`config.mk`:
```
export PLATFORM = sky130hd
export DESIGN_NAME = sem_bank
export DESIGN_NICKNAME = d
export VERILOG_FILES = /design/src/rtl/sem_bank.sv
export SDC_FILE = /design/constraint.sdc
export NUM_CORES = 1
export LEC_CHECK = 0
export CAP_MARGIN = 20
export CORE_MARGIN = 2
export CORE_UTILIZATION = 35
export CTS_CLUSTER_SIZE = 28
export DETAILED_ROUTE_END_ITERATION = 7
export PLACE_DENSITY_LB_ADDON = 0.05
export SYNTH_ARGS = -nofsm -noshare
export SYNTH_HDL_FRONTEND = slang
export SYNTH_SLANG_ARGS = --single-unit
```
`constraint.sdc`:
```
create_clock -name clk -period 4.48 [get_ports clk]
set_input_delay 0.896 -clock clk [delete_from_list [all_inputs] [get_ports clk]]
set_output_delay 0.896 -clock clk [all_outputs]
set_load 0.005 [all_outputs]
```
`src/rtl/sem_bank.sv`:
```
module sem_bank #(
  parameter int DW   = 16,
  parameter int NSEM = 8
) (
  input  logic                    clk,
  input  logic                    rst_n,
  input  logic                    l_ce_n,
  input  logic                    l_sem_n,
  input  logic                    l_rw,
  input  logic                    l_oe_n,
  input  logic [$clog2(NSEM)-1:0] l_idx,
  input  logic [DW-1:0]           l_wdata,
  output logic [DW-1:0]           l_rdata,
  output logic                    l_err,
  input  logic                    r_ce_n,
  input  logic                    r_sem_n,
  input  logic                    r_rw,
  input  logic                    r_oe_n,
  input  logic [$clog2(NSEM)-1:0] r_idx,
  input  logic [DW-1:0]           r_wdata,
  output logic [DW-1:0]           r_rdata,
  output logic                    r_err,
  output logic [NSEM-1:0]         tok_held,
  output logic [NSEM-1:0]         tok_right
);
  localparam int IW = $clog2(NSEM);

  logic l_wr, r_wr, l_rd, r_rd, l_ill, r_ill;
  logic [NSEM-1:0] held, own_r, pend_l, pend_r;
  logic l_view, r_view;

  assign l_ill = ~l_ce_n & ~l_sem_n;
  assign r_ill = ~r_ce_n & ~r_sem_n;
  assign l_wr  = l_ce_n & ~l_sem_n & ~l_rw;
  assign r_wr  = r_ce_n & ~r_sem_n & ~r_rw;
  assign l_rd  = l_ce_n & ~l_sem_n & l_rw & ~l_oe_n;
  assign r_rd  = r_ce_n & ~r_sem_n & r_rw & ~r_oe_n;

  assign l_view  = ~(held[l_idx] & ~own_r[l_idx]);
  assign r_view  = ~(held[r_idx] & own_r[r_idx]);
  assign l_rdata = l_rd ? {DW{l_view}} : '0;
  assign r_rdata = r_rd ? {DW{r_view}} : '0;

  assign tok_held  = held;
  assign tok_right = own_r;

  always_ff @(posedge clk or negedge rst_n) begin
    if (!rst_n) begin
      l_err <= 1'b0;
      r_err <= 1'b0;
    end else begin
      l_err <= l_ill;
      r_err <= r_ill;
    end
  end

  for (genvar i = 0; i < NSEM; i++) begin : g_tok
    logic hit_l, hit_r, req_l, req_r, rel_l, rel_r;
    logic h_n, o_n, pl_n, pr_n;

    assign hit_l = l_wr && (l_idx == IW'(i));
    assign hit_r = r_wr && (r_idx == IW'(i));
    assign req_l = hit_l & ~l_wdata[0];
    assign rel_l = hit_l &  l_wdata[0];
    assign req_r = hit_r & ~r_wdata[0];
    assign rel_r = hit_r &  r_wdata[0];

    always_comb begin
      h_n  = held[i];
      o_n  = own_r[i];
      pl_n = pend_l[i];
      pr_n = pend_r[i];
      if (rel_l) begin
        pl_n = 1'b0;
        if (h_n && !o_n) begin
          if (pr_n) begin
            o_n  = 1'b1;
            pr_n = 1'b0;
          end else begin
            h_n = 1'b0;
            o_n = 1'b0;
          end
        end
      end
      if (rel_r) begin
        pr_n = 1'b0;
        if (h_n && o_n) begin
          if (pl_n) begin
            o_n  = 1'b0;
            pl_n = 1'b0;
          end else begin
            h_n = 1'b0;
            o_n = 1'b0;
          end
        end
      end
      if (req_l) begin
        if (!h_n) begin
          h_n = 1'b1;
          o_n = 1'b0;
        end else if (o_n) begin
          pl_n = 1'b1;
        end
      end
      if (req_r) begin
        if (!h_n) begin
          h_n = 1'b1;
          o_n = 1'b1;
        end else if (!o_n) begin
          pr_n = 1'b1;
        end
      end
    end

    always_ff @(posedge clk or negedge rst_n) begin
      if (!rst_n) begin
        held[i]   <= 1'b0;
        own_r[i]  <= 1'b0;
        pend_l[i] <= 1'b0;
        pend_r[i] <= 1'b0;
      end else begin
        held[i]   <= h_n;
        own_r[i]  <= o_n;
        pend_l[i] <= pl_n;
        pend_r[i] <= pr_n;
      end
    end


    left_keeps_chk: assert property (@(posedge clk) disable iff (!rst_n)
      (held[i] && !own_r[i] && !rel_l) |=> (held[i] && !own_r[i]));

    right_keeps_chk: assert property (@(posedge clk) disable iff (!rst_n)
      (held[i] && own_r[i] && !rel_r) |=> (held[i] && own_r[i]));

    pend_l_valid_chk: assert property (@(posedge clk) disable iff (!rst_n)
      pend_l[i] |-> (held[i] && own_r[i]));

    pend_r_valid_chk: assert property (@(posedge clk) disable iff (!rst_n)
      pend_r[i] |-> (held[i] && !own_r[i]));
  end


  no_write_stable_chk: assert property (@(posedge clk) disable iff (!rst_n)
    (!l_wr && !r_wr) |=> ($stable(held) && $stable(own_r)));

  l_err_follow_chk: assert property (@(posedge clk) disable iff (!rst_n)
    l_ill |=> l_err);

  l_err_quiet_chk: assert property (@(posedge clk) disable iff (!rst_n)
    !l_ill |=> !l_err);

  r_err_follow_chk: assert property (@(posedge clk) disable iff (!rst_n)
    r_ill |=> r_err);

  r_err_quiet_chk: assert property (@(posedge clk) disable iff (!rst_n)
    !r_ill |=> !r_err);

  rdata_uniform_chk: assert property (@(posedge clk) disable iff (!rst_n)
    ((l_rdata == '0) || (l_rdata == '1)) && ((r_rdata == '0) || (r_rdata == '1)));

  rdata_idle_chk: assert property (@(posedge clk) disable iff (!rst_n)
    (!l_rd |-> (l_rdata == '0)) and (!r_rd |-> (r_rdata == '0)));
endmodule

```
### Yosys cells after proc, flatten, opt, wreduce, memory -nomap -nowiden

Index checks and enable logic that the tools add are counted.

| storage, ports and cells | value |
|---|---|
| output and inout port bits | 50 |
| bits in registers | 34 |
| input port bits | 48 |

| cells by class | value |
|---|---|
| muxes and demuxes | 242 |
| equality and inequality tests | 14 |
| bitwise logic cells | 57 |
| order comparisons | 2 |
| reductions and logical operators | 42 |

Operator list:

| kind | number |
|---|---|
| $mux W1 | 236 |
| $and A1 B1 Y1 | 44 |
| $logic_and A1 B1 Y1 | 32 |
| $mux W16 | 2 |
| $eq A3 B3 Y1 const B | 8 |
| $not A1 Y1 | 13 |
| $bmux W1 S3 | 4 |
| $eq A3 B2 Y1 const B | 4 |
| $logic_not A1 Y1 | 8 |
| $lt A3 B4 Y1 const B | 2 |
| $eq A3 B1 Y1 const B | 2 |
| $logic_not A3 Y1 | 2 |

### Depth between registers and ports, before layout

Gate-level depths: netlist of run 1.

| depth | value |
|---|---|
| depth in word-level cells | 14 |
| mapped depth | 7 |
| gate-level depth less buffers | 5 |

### Least setup slack after synthesis of run 1

Ideal clock, no wire load.

| timing path | value |
|---|---|
| path type | input-to-output |
| start point | input port l_idx[0] |
| end point | output port l_rdata[10] |
| stages on the path | 6 |
| arrival | 3.167 ns |
| required time | 3.584 ns |
| slack | 0.417 ns |
| path through | buf_4 > mux4_2 > nand2_1 > o21ai_1 > nor4_1 > buf_4 |

| between the ends | value |
|---|---|
| word-level cells in the longest chain between the ends | 6 |
| elaborated cells on any way between the ends | 8 |
| those cells by class | 5 x mux; 3 x bitwise |

RTL lines:

| element | RTL line | text |
|---|---|---|
| start, declared | 11 | `input logic [$clog2(NSEM)-1:0] l_idx,` |
| $bmux W1 S3 | 39 | `assign l_view = ~(held[l_idx] & ~own_r[l_idx]);` |
| $mux W1 (not written as such) | 39 |  |
| $not A1 Y1 | 39 |  |
| $and A1 B1 Y1 (*) | 39 |  |
| $not A1 Y1 (*) | 39 |  |
| $mux W16 (*) | 41 | `assign l_rdata = l_rd ? {DW{l_view}} : '0;` |
| end, declared | 13 | `output logic [DW-1:0] l_rdata,` |

Every way passes the cells marked *; elsewhere a longest branch is shown, timed or not. The select of a mux whose other input is x is not followed.

### Worst setup path in the final report of run 1

| timing path | value |
|---|---|
| start point | input port r_idx[1] |
| end point | output port r_rdata[7] |

| between the ends | value |
|---|---|
| word-level cells in the longest chain between the ends | 5 |
| elaborated cells on any way between the ends | 7 |
| those cells by class | 5 x mux; 2 x bitwise |

RTL lines:

| element | RTL line | text |
|---|---|---|
| start, declared | 19 | `input logic [$clog2(NSEM)-1:0] r_idx,` |
| $bmux W1 S3 | 40 | `assign r_view = ~(held[r_idx] & own_r[r_idx]);` |
| $mux W1 (not written as such) | 40 |  |
| $and A1 B1 Y1 (*) | 40 |  |
| $not A1 Y1 (*) | 40 |  |
| $mux W16 (*) | 42 | `assign r_rdata = r_rd ? {DW{r_view}} : '0;` |
| end, declared | 21 | `output logic [DW-1:0] r_rdata,` |

Marked as above.

==> results of run 1 <==
-- critical path, delay by kind of cell --
kind | cells | cell delay, ns
and+or+nand+nor | 1 | 0.10
AOI/OAI and AO/OA | 1 | 0.22
buffers and inverters | 3 | 1.49
muxes | 1 | 0.50
-- per-stage QoR --
step	instances	hold slack, ns
after detailed placement	438	0.5118
after global routing	446	0.5478
after floorplan	309	0.4883
after CTS	446	0.5226
after global placement	438	0.5076
final	446	0.5254
-- where the power goes --
part,internal [W],switching (W),total (W)
logic,0.000254,0.000205,0.000458
registers,0.000373,0.000110,0.000483
clock network,0.000124,0.000112,0.000236
-- synth_stat cells (4+ instances only) --
master     n  area (um^2)
clkbuf_1   5        18.77
nand3_1   24        120.1
a31oi_1    4        25.02
nand2_1   27        101.4
nand3b_1   4        30.03
o21ai_0   10        50.05
nor3_1     5        25.02
nand2b_1   7        43.79
a21oi_1   12        60.06
nor2b_1    8        50.05
dfrtp_1   34        850.8
a22oi_1    5        37.54
buf_2      5        25.02
and3_1     7        43.79
o31ai_1    4        30.03
o21ai_1    8        40.04
buf_4     32        240.2
inv_1     10        37.54
nor2_1    21        78.83
-- worst paths after layout --
| check | to | cells after the start | slack (ns) | from |
|---|---|---|---|---|
| max | r_rdata[7] | 6 | 0.37 | r_idx[1] |
| min in group asynchronous | tok_held[0]$_DFF_PN0_ | 2 | 1.03 | rst_n |
| max in group asynchronous | tok_held[3]$_DFF_PN0_ | 2 | 3.12 | rst_n |
| max reg2reg | tok_right[7]$_DFF_PN0_ | 4 | 3.03 | tok_right[7]$_DFF_PN0_ |
| min | pend_l[7]$_DFF_PN0_ | 2 | 0.53 | pend_l[7]$_DFF_PN0_ |
| min reg2reg | pend_l[7]$_DFF_PN0_ | 2 | 0.53 | pend_l[7]$_DFF_PN0_ |
-- cell type report --
type / instances / area (um^2) / share of cell area [%]
multi-input cells: 222 / 1446 / 44.34
clock inverters: 1 / 5.005 / 0.1534
inverters: 11 / 41.29 / 1.266
well taps: 99 / 123.9 / 3.797
repair buffers: 72 / 708.2 / 21.71
clock buffers: 7 / 86.33 / 2.647
flip-flops and latches: 34 / 850.8 / 26.08
-- cell families (layout without fill, tap and decap cells) --
group | after synthesis | in the layout | share of synthesized area [%]
compound gates | 86 | 86 | 24.06
simple gates | 132 | 132 | 28.50
buf+inv | 53 | 91 | 12.43
mux | 4 | 4 | 2.487
flops | 34 | 34 | 32.52
-- routing by layer --
metal  wire, um  share of wire, %  vias up
met5          0                 0        -
met4         69              0.97        0
met3        320               4.5        6
met2       3278                46       66
met1       3422                48     1129
li1           -                 -     1201
-- flip-flops by register name (all words and copies together) (netlist names) --
register and cells:
l_err 1, pend_l 8, r_err 1, tok_right 8
pend_r 8, tok_held 8
==> impl_metrics.toml, run 1 <==
[outcome]
outcome = "finished, final reports clean"

[drt]
detail_route.iter0.violations = 140
wl_cell_um = 15.90
route.antenna.remaining_nets = 0
wirelength_um = 7090
vias_per_cell = 5.386
drt_pre_antenna_iters = 4
remaining_drc_errors = 0
via_count = 2402

[cells_and_area]
filler_cell_count = 717
finalNetCount = 394
area_delta_synth_final_pct = 24.68
diodes = 0
mostFrequentLayoutCells = "67 x clkdlybuf4s50_1, 34 x dfrtp_1, 27 x nand2_1"
postLayoutCoreUtil_pct = 44.97
final_area_mm2 = 0.003262
layout.cells.most_common = "clkdlybuf4s50_1"
drive_gt1_share_pct = 8.646

[logic_synthesis]
synth_cell_types = 68
yosysWarnings = 0
edff_count_synth = 0
synth_cells = 309
synthesis.area_per_instance_um2 = 8.467
ys_dominant_reg_cell = "dfrtp_1"
synth_sequential_area_ratio_pct = 32.52
mappedNetlistArea_mm2 = 0.002616
synth_seq_cells = 34
synth-async-reset-ratio_pct = 100.0
synth_fp_nets = 357

[global_route]
top_usage_layer = "met2"
grt_max_degree = 35
grt_first_pass_wirelength_um = 12060
antenna_violations_before_repair = 0
global_route.usage.met2_pct = 28.67
globalRoute.totalOverflow = 0
gr-usage-all-layers_pct = 18.12
global_route.usage.met1_pct = 25.16
grt_use_met3_pct = 3.589
first_global_vias = 2333

[cts]
clkSlewWorstSetupHoldPaths_ns = 0.07
post-cts-setup-buffer-count = 0
cts_num_sinks = 34
clk_latency_ns = 0.28
numCtsBuffers = 5
cts_hold_buffers = 0
cts-htree-levels = 2
cts_repair_resize_count = 0
tritoncts_clock_tree = "built"
cts_root_cell = "clkbuf_8"
cts.path.max_buffers = 2

[setup_path]
worst_setup_path_end_kind = "output port"
worst_setup_path_start_kind = "input pin"
crit_top_cell = "clkdlybuf4s50_1"
worst-endpoint-arrival_ns = 3.21
critPathKind = "input pin to output port"
critPathMaxStageDelay_ns = 0.78
slowest_stage = "clkdlybuf4s50_1"
crit_path_max_fanout = 16
required_ns = 3.58
cp_cell_sequence = "clkdlybuf4s50_1 -> o21ai_0 -> mux4_2 -> nor2_1 -> buf_4 -> clkdlybuf4s50_1"

[sta]
report.final.slew_viol_count = 0
fin_ws_ns = 0.3695
slew_headroom_pct = 42.39
grt_setup_unrepaired = "false"
worst_pin_slew_ns = 0.8623
achievable-frequency_mhz = 243.3
hold_viol = 0
totalNegativeSetupSlack_ns = 0
min_period_over_period_pct = 91.75
worst_clk_skew_ns = 0.003117
time_the_final_worst_path_needs_with_i_o_delays_and_setup_ns = 4.111
report.final.setup_viol = 0

[placement]
detailed_place.area_mm2 = 0.003171
hpwlAfterDp_um = 5308
total_of_buffers_placed_on_input_and_output_ports = 67
gp_congestion = 0.8026
dp_slack_ns = 0.3510

[floorplanning]
initial_utilization_pct = 36.07
fp.dieW_um = 90.46
floorplan.core_area_mm2 = 0.007253
core.rowCount = 31
floorplan.die.height_um = 90.46
die_area_mm2 = 0.008183
pin_count = 98

[power_and_ir_drop]
fin_total_pwr_w = 0.001177
pwr_density_cell_mw_per_mm2 = 360.9
ir_drop_mv = 0.2179
total_leakage_power_nw = 1.251

[flow_run]
max_cap_violations = 0

[worst_hold_path]
hold_path.class = "flip-flop to flip-flop"
(Power assumes the default switching activity.)
==> run 2: changes to the inputs <==
clock period = 3.6 ns   (was 4.48 ns; I/O delays follow)
==> impl_metrics.toml, run 2 (synthesis results as in run 1) <==
[sta]
worst_clk_skew_ns = 0.001871
totalNegativeSetupSlack_ns = 0
time_the_final_worst_path_needs_with_i_o_delays_and_setup_ns = 3.478
grt_setup_unrepaired = "false"
report.final.slew_viol_count = 0
worst_pin_slew_ns = 0.6758
hold_viol = 0
holdWs_ns = 0.5291
achievable-frequency_mhz = 287.5
report.final.setup_viol = 0
fin_ws_ns = 0.1216
min_period_over_period_pct = 96.62
slew_headroom_pct = 54.75

[floorplanning]
core.rowCount = 31
floorplan.core_area_mm2 = 0.007253
die_area_mm2 = 0.008183
floorplan.die.height_um = 90.46
initial_utilization_pct = 36.07
fp.dieW_um = 90.46
pin_count = 98

[global_route]
gr-usage-all-layers_pct = 17.68
globalRoute.totalOverflow = 0
grt_first_pass_wirelength_um = 11800
grt_max_degree = 35
first_global_vias = 2331
antenna_violations_before_repair = 0

[drt]
via_count = 2475
drt_pre_antenna_iters = 5
remaining_drc_errors = 0
wirelength_um = 7267
detail_route.iter0.violations = 105
wl_cell_um = 15.90
route.antenna.remaining_nets = 0
vias_per_cell = 5.416

[cells_and_area]
mostFrequentLayoutCells = "65 x clkdlybuf4s50_1, 34 x dfrtp_1, 27 x nand2_1"
finalNetCount = 405
area_delta_synth_final_pct = 29.22
diodes = 0
filler_cell_count = 736
drive_gt1_share_pct = 12.01
final_area_mm2 = 0.003381
layout.cells.most_common = "clkdlybuf4s50_1"

[cts]
cts.path.max_buffers = 2
cts_hold_buffers = 0
numCtsBuffers = 5
cts_repair_resize_count = 0
cts_root_cell = "clkbuf_8"
cts-htree-levels = 2
clkSlewWorstSetupHoldPaths_ns = 0.08
cts_num_sinks = 34
tritoncts_clock_tree = "built"
post-cts-setup-buffer-count = 0
clk_latency_ns = 0.29

[worst_hold_path]
hold_path_depth = 2
hold_path.class = "flip-flop to flip-flop"

[setup_path]
worst-endpoint-arrival_ns = 2.76
critPathKind = "input pin to output port"
worst-r2r-cell-count = 4
worst_setup_path_end_kind = "output port"
required_ns = 2.88
worst_setup_path_start_kind = "input pin"
crit_path_max_fanout = 15

[power_and_ir_drop]
sw_frac_of_total_pct = 36.57
p_clk_share_pct = 20.5
pwr_density_cell_mw_per_mm2 = 439.5
ir_drop_mv = 0.2150
fin_total_pwr_w = 0.001486
total_leakage_power_nw = 1.331
switching_power_w = 0.0005434
p_seq_share_pct = 40.3
cell_internal_pwr_w = 0.0009423
power_frac_comb_pct = 39.2

[placement]
total_of_buffers_placed_on_input_and_output_ports = 67
hpwlAfterDp_um = 5362
gp_congestion = 0.8015
detailed_place.area_mm2 = 0.003251
dp_slack_ns = 0.01558

[flow_run]
max_cap_violations = 0

[outcome]
outcome = "finished, final reports clean"
[run 2: cell types whose count changed in the layout (fill, tap and decap cells not counted), sizes merged]
cell,delta
buf,+11
clkbuf,-1
clkdlybuf4s50,-2
clkinvlp,+1
dlymetal6s2s,+2
[run 2: per-layer routing]
metal  track usage (%)  vias up  share of wire, %
met5                 0        -                 0
met4             4.487        0              0.96
met3             3.422        6               5.3
met2             28.98       74                48
met1             23.92     1170                46
li1                  -     1225                 -
[run 2: final cells by class]
| type | count | area (um^2) | area share [%] |
|---|---|---|---|
| clock buffers | 6 | 82.58 | 2.443 |
| repair buffers | 83 | 815.8 | 24.13 |
| clock inverters | 2 | 12.51 | 0.3701 |
| inverters | 11 | 41.29 | 1.221 |
| well taps | 99 | 123.9 | 3.664 |
| flip-flops and latches | 34 | 850.8 | 25.17 |
| multi-input cells | 222 | 1454 | 43.01 |
[run 2: power by group through the flow]
stage          sequential [W]  combinational [W]  clock, W
5_1_grt              0.000621           0.000645  0.000334
3_3_place_gp         0.000604           0.000578         0
3_5_place_dp         0.000604           0.000578         0
4_1_cts              0.000597           0.000583  0.000315
2_1_floorplan        0.000556           0.000363         0
6_report             0.000599           0.000583  0.000304
[run 2: critical path, stage by stage]
cell and delay [ns]:
clkdlybuf4s50_1 0.44, buf_12 0.16, nand3_1 0.08, o21ai_1 0.08, mux4_2 0.50, nor2_4 0.13, buf_6 0.13, clkdlybuf4s50_1 0.50
[run 2: path summary, 6_finish.rpt]
check,startpoint,endpoint,slack (ns)
min reg2reg,pend_l[2]$_DFF_PN0_,pend_l[2]$_DFF_PN0_,0.53
max in group asynchronous,rst_n,r_err$_DFF_PN0_,2.43
max,r_idx[1],r_rdata[0],0.12
min,pend_l[2]$_DFF_PN0_,pend_l[2]$_DFF_PN0_,0.53
min in group asynchronous,rst_n,tok_held[0]$_DFF_PN0_,0.84
max reg2reg,tok_right[7]$_DFF_PN0_,tok_right[7]$_DFF_PN0_,2.19
[run 2: metrics by stage]
stage	std cells	util [%]
finish	457	46.61
global route	457	46.61
CTS	455	46.13
detailed placement	447	44.82
global placement	447	44.82
floorplan	309	-
